### src/rtl/fbseq_pkg.sv
package fbseq_pkg;

  localparam int STAGES = 3;
  localparam logic [STAGES-1:0] RESET_STATE = 3'b110;

  typedef struct packed {
    logic clear;
    logic load;
    logic shift;
  } seqStrobe_t;

  // Nonlinear entry bit computed from the present stages.
  function automatic logic feedbackBit(input logic [STAGES-1:0] s);
    return (~s[2] & ~s[1]) | (s[2] & ~s[0]);
  endfunction

endpackage

### src/rtl/fbseq_ctrl.sv
module fbseq_ctrl
  import fbseq_pkg::*;
(
  input  logic       rst,
  input  logic       loadEn,
  input  logic       enable,
  output seqStrobe_t strobe
);

  // Priority: clear over load over shift.
  always_comb begin
    strobe       = '0;
    strobe.clear = rst;
    strobe.load  = !rst && loadEn;
    strobe.shift = !rst && !loadEn && enable;
  end

endmodule

### src/rtl/fbseq_datapath.sv
module fbseq_datapath
  import fbseq_pkg::*;
(
  input  logic              clk,
  input  seqStrobe_t        strobe,
  input  logic [STAGES-1:0] loadValue,
  output logic [STAGES-1:0] stageQ
);

  localparam int TOP = STAGES - 1;

  logic [STAGES-1:0] shifted;
  logic              entryBit;

  assign entryBit = feedbackBit(stageQ);

  generate
    for (genvar i = 1; i < STAGES; i++) begin : g_stage
      assign shifted[i] = stageQ[i-1];
    end
  endgenerate
  assign shifted[0] = entryBit;

  always_ff @(posedge clk) begin
    if (strobe.clear)      stageQ <= RESET_STATE;
    else if (strobe.load)  stageQ <= loadValue;
    else if (strobe.shift) stageQ <= shifted;
  end

endmodule

### src/rtl/fbseq_gen.sv
module fbseq_gen
  import fbseq_pkg::*;
(
  input  logic       clk,
  input  logic       rst,
  input  logic       loadEn,
  input  logic [2:0] loadValue,
  input  logic       enable,
  output logic [2:0] state,
  output logic       serialOut
);

  seqStrobe_t strobe;

  fbseq_ctrl ctrl_i (
    .rst    (rst),
    .loadEn (loadEn),
    .enable (enable),
    .strobe (strobe)
  );

  fbseq_datapath dp_i (
    .clk       (clk),
    .strobe    (strobe),
    .loadValue (loadValue),
    .stageQ    (state)
  );

  assign serialOut = state[STAGES-1];

endmodule

### config.mk
export PLATFORM = sky130hd
export DESIGN_NAME = fbseq_gen
export DESIGN_NICKNAME = d
export VERILOG_FILES = /design/src/rtl/fbseq_pkg.sv /design/src/rtl/fbseq_ctrl.sv /design/src/rtl/fbseq_datapath.sv /design/src/rtl/fbseq_gen.sv
export SDC_FILE = /design/constraint.sdc
export NUM_CORES = 1
export LEC_CHECK = 0
export ABC_CLOCK_PERIOD_IN_PS = 2420
export BUFFER_PORTS_ARGS = -buffer_cell sky130_fd_sc_hd__buf_2
export CAP_MARGIN = 20
export CORE_AREA = 2 2 39 41
export CTS_CLUSTER_DIAMETER = 200
export DETAILED_ROUTE_END_ITERATION = 10
export DIE_AREA = 0 0 41 43
export GPL_ROUTABILITY_DRIVEN = 0
export PLACE_DENSITY = 0.38
export RECOVER_POWER = 100
export SETUP_SLACK_MARGIN = 0.2
export SLEW_MARGIN = 5
export SYNTH_ARGS = -nofsm -noshare
export SYNTH_HDL_FRONTEND = slang
export SYNTH_SLANG_ARGS = --single-unit
### constraint.sdc
create_clock -name clk -period 2.42 [get_ports clk]
set_input_delay 0.484 -clock clk [delete_from_list [all_inputs] [get_ports clk]]
set_output_delay 0.484 -clock clk [all_outputs]
set_load 0.02 [all_outputs]
==> flow_results.xml <==
<?xml version="1.0" encoding="UTF-8"?>
<metrics>
  <group name="run_status">
    <metric name="status" unit="">complete, no violations</metric>
  </group>
  <group name="global_routing">
    <metric name="grt_max_degree" unit="">5</metric>
    <metric name="met3_usage" unit="%">3.14</metric>
    <metric name="grt_busiest_layer" unit="">met4</metric>
    <metric name="first_global_vias" unit="">149</metric>
    <metric name="global_route_wire_length_before_repair" unit="um">531</metric>
    <metric name="globalRouteOverflowTotal" unit="">0</metric>
    <metric name="grt_antenna_before_repair" unit="">0</metric>
    <metric name="gr-usage-met1" unit="%">6.73</metric>
    <metric name="gr-usage-all-layers" unit="%">5.32</metric>
    <metric name="gr-usage-met2" unit="%">4.38</metric>
  </group>
  <group name="sta">
    <metric name="setup-violations-final" unit="">0</metric>
    <metric name="maxClockFrequency" unit="MHz">751</metric>
    <metric name="finClkSkew" unit="ps">0.986</metric>
    <metric name="slew-limit-headroom" unit="%">82.9</metric>
    <metric name="timing.final.crit_share" unit="%">55.0</metric>
    <metric name="layout_min_cycle_time" unit="ps">1330</metric>
    <metric name="hold_violations" unit="">0</metric>
    <metric name="setup_total_negative_slack" unit="ps">0</metric>
    <metric name="timing_max_transition_violations_final" unit="">0</metric>
    <metric name="grt_setup_unrepaired" unit="">false</metric>
    <metric name="worstMarginPinSlew" unit="ps">257</metric>
  </group>
  <group name="drt">
    <metric name="detailroute.via_count" unit="">145</metric>
    <metric name="wirelength" unit="um">378</metric>
    <metric name="vias_per_cell" unit="">3.09</metric>
    <metric name="route.detailed.wl_per_inst" unit="um">8.04</metric>
    <metric name="drt_pass1_iterations" unit="">2</metric>
    <metric name="postRouteAntennaNets" unit="">0</metric>
    <metric name="detailedRoute.firstIterationViolations" unit="">4</metric>
    <metric name="remaining_drc_errors" unit="">0</metric>
  </group>
  <group name="critical_path">
    <metric name="timing.critical_path.to" unit="">state[2]</metric>
    <metric name="critical_path_buf_inv_count" unit="">1</metric>
    <metric name="worst-path-max-fanout" unit="">4</metric>
    <metric name="crit_path_cell_trace" unit="">clkbuf_1</metric>
    <metric name="crit_path_max_incr_delay" unit="ps">370</metric>
    <metric name="cp.arrival" unit="ps">850</metric>
    <metric name="path_depth" unit="">1</metric>
    <metric name="path_delay_family" unit="">flip-flops</metric>
    <metric name="worst_setup_path_end_kind" unit="">primary output</metric>
    <metric name="worstSetupStartpointType" unit="">flip-flop</metric>
    <metric name="crit_type" unit="">flip-flop to primary output</metric>
    <metric name="timing.reg2reg.worst_path_depth" unit="">3</metric>
    <metric name="ff2ff_setup_slack" unit="ps">1440</metric>
    <metric name="data_required_time_at_the_worst_endpoint" unit="ps">1940</metric>
    <metric name="r2r_start" unit="">dp_i.stageQ[2]</metric>
    <metric name="setup.worst_path.start" unit="">dp_i.stageQ[2]</metric>
    <metric name="critical_path.reg2reg.endpoint" unit="">dp_i.stageQ[0]</metric>
    <metric name="critical_path.slowest_cell" unit="">dfxtp_1</metric>
  </group>
  <group name="synthesis">
    <metric name="yosys.area.top_type_share" unit="%">38.4</metric>
    <metric name="synth_adder_area_share" unit="%">0</metric>
    <metric name="share_of_synthesized_area_occupied_by_flip_flops_and_latches" unit="%">38.4</metric>
    <metric name="synth_common_cells" unit="">a21oi_1, dfxtp_1, mux2i_1, nor2_1, inv_1</metric>
    <metric name="asyncSetResetFlopFracSynth" unit="%">0</metric>
    <metric name="synth_area_leaders" unit="">dfxtp_1, mux2i_1, a21oi_1, a221oi_2, nor2_1</metric>
    <metric name="synth.cell_area" unit="um2">156</metric>
    <metric name="synth.lib_cells_used.distinct" unit="">9</metric>
    <metric name="synthesis.yosys.warnings" unit="">0</metric>
    <metric name="synth_top_flop_cell" unit="">dfxtp_1</metric>
    <metric name="synth_seq_cells" unit="">3</metric>
    <metric name="synth_enable_flop_cells" unit="">0</metric>
    <metric name="synthMuxAreaShare" unit="%">19.2</metric>
    <metric name="combinational_family_with_the_most_area_after_synthesis" unit="">multiplexers</metric>
    <metric name="synthesized_area_fraction_occupied_by_ao_oa_aoi_and_oai_cells" unit="%">19.2</metric>
    <metric name="synth-xor-area-share" unit="%">0</metric>
    <metric name="syn_avg_cell_area" unit="um2">8.69</metric>
    <metric name="syn-instance-count" unit="">18</metric>
    <metric name="synthSimpleGateAreaFrac" unit="%">13.6</metric>
    <metric name="syn_nets" unit="">25</metric>
    <metric name="synth_top_cell_by_area" unit="">dfxtp_1</metric>
  </group>
  <group name="floorplan">
    <metric name="initial_core_utilization" unit="%">11.3</metric>
    <metric name="ios" unit="">11</metric>
    <metric name="number_of_core_rows" unit="">14</metric>
    <metric name="design.core.area" unit="um2">1380</metric>
    <metric name="die_width" unit="um">41</metric>
    <metric name="die_area" unit="um2">1760</metric>
    <metric name="chipHeight" unit="um">43</metric>
  </group>
  <group name="layout">
    <metric name="fin_util" unit="%">16.7</metric>
    <metric name="layout-drive-gt1-share" unit="%">22.6</metric>
    <metric name="number_of_flip_flops_under_the_largest_register_name" unit="">3</metric>
    <metric name="insertedDiodeCount" unit="">0</metric>
    <metric name="layout.nets" unit="">39</metric>
    <metric name="largest_register" unit="">dp_i.stageQ</metric>
    <metric name="stdcell_count" unit="">47</metric>
    <metric name="layout-area-overhead-vs-synth" unit="%">48.0</metric>
    <metric name="reg_top3" unit="">dp_i.stageQ x3</metric>
  </group>
  <group name="cts">
    <metric name="clk_path_buf_depth" unit="">2</metric>
    <metric name="cts_setup_buffers" unit="">0</metric>
    <metric name="cts_made_buffers" unit="">3</metric>
    <metric name="cts_repair_resize_count" unit="">0</metric>
    <metric name="clock_insertion_delay_worst_skew" unit="ps">230</metric>
    <metric name="cts.root.buffer_cell" unit="">clkbuf_4</metric>
    <metric name="h-tree-depth" unit="">1</metric>
    <metric name="clk_pin_slew_worst_paths" unit="ps">40</metric>
    <metric name="cts_tree" unit="">yes</metric>
    <metric name="cts.hold.buffers_added" unit="">0</metric>
    <metric name="clock-sinks" unit="">3</metric>
  </group>
  <group name="min_path">
    <metric name="timing.hold.worst.class" unit="">input pin to flip-flop</metric>
  </group>
  <group name="flow_run">
    <metric name="cap_violations" unit="">0</metric>
  </group>
  <group name="pwr">
    <metric name="max-vdd-ir-drop" unit="mV">0.159</metric>
    <metric name="total_power" unit="uW">171</metric>
    <metric name="power.static_leakage" unit="nW">0.111</metric>
    <metric name="power.density_cell_area" unit="nW/um2">739</metric>
  </group>
  <group name="placed_design">
    <metric name="dpl.cell_count" unit="">43</metric>
    <metric name="dp.final_hpwl" unit="um">287</metric>
    <metric name="place.port_buffers" unit="">10</metric>
  </group>
</metrics>
kinds of logic after synthesis:
family                 count (synthesis)
and+or+nand+nor                        5
AOI/OAI and AO/OA                      4
DFF                                    3
muxes                                  3
buffers and inverters                  3
layout by cell type, fill, tap and decap left out:
master	count
nand2b_1	1
clkbuf_1	7
dfxtp_1	3
nor2_1	3
mux2i_1	3
inv_1	2
nand2_1	1
clkbuf_4	3
buf_2	4
a21oi_1	3
a221oi_1	1
through the flow:
stage                     setup slack, ps  hold slack [ps]  cell area [um2]
after detailed placement             1370              590              219
after CTS                            1140              435              245
after global routing                 1040              512              231
after global placement               1370              593              219
final                                1090              499              231
after floorplan                      1280              550              156
cell type report:
type                            count  area (um2)
Clock buffer                        4        26.3
Multi-Input combinational cell     12        75.1
Inverter                            2        7.51
Tap cell                           16        20.0
Timing Repair Buffer               10        42.5
Sequential cell                     3        60.1
Fill cell                         165        1150
where the power goes:
part,internal (mW),switching [mW]
registers,0.0537,0.00392
clock network,0.0617,0.0251
logic,0.0109,0.0157
worst min-delay path by stage:
stage | start | end | slack (ps) | cells after the start
3_5_place_dp | dp_i.stageQ[1] | dp_i.stageQ[1] | 590 | 2
3_3_place_gp | dp_i.stageQ[1] | dp_i.stageQ[1] | 590 | 2
4_1_cts | rst | dp_i.stageQ[0] | 440 | 2
5_1_grt | rst | dp_i.stageQ[0] | 510 | 2
6_report | rst | dp_i.stageQ[0] | 500 | 2
2_1_floorplan | rst | dp_i.stageQ[0] | 550 | 1
layer usage:
layer | vias to the layer above | part of all wire [%] | wire, um
met5 | - | 0 | 0
met2 | 11 | 28 | 105
met1 | 49 | 56 | 211
li1 | 85 | - | -
met4 | 0 | 0 | 0
met3 | 0 | 16 | 60
(Power assumes the default switching activity.)
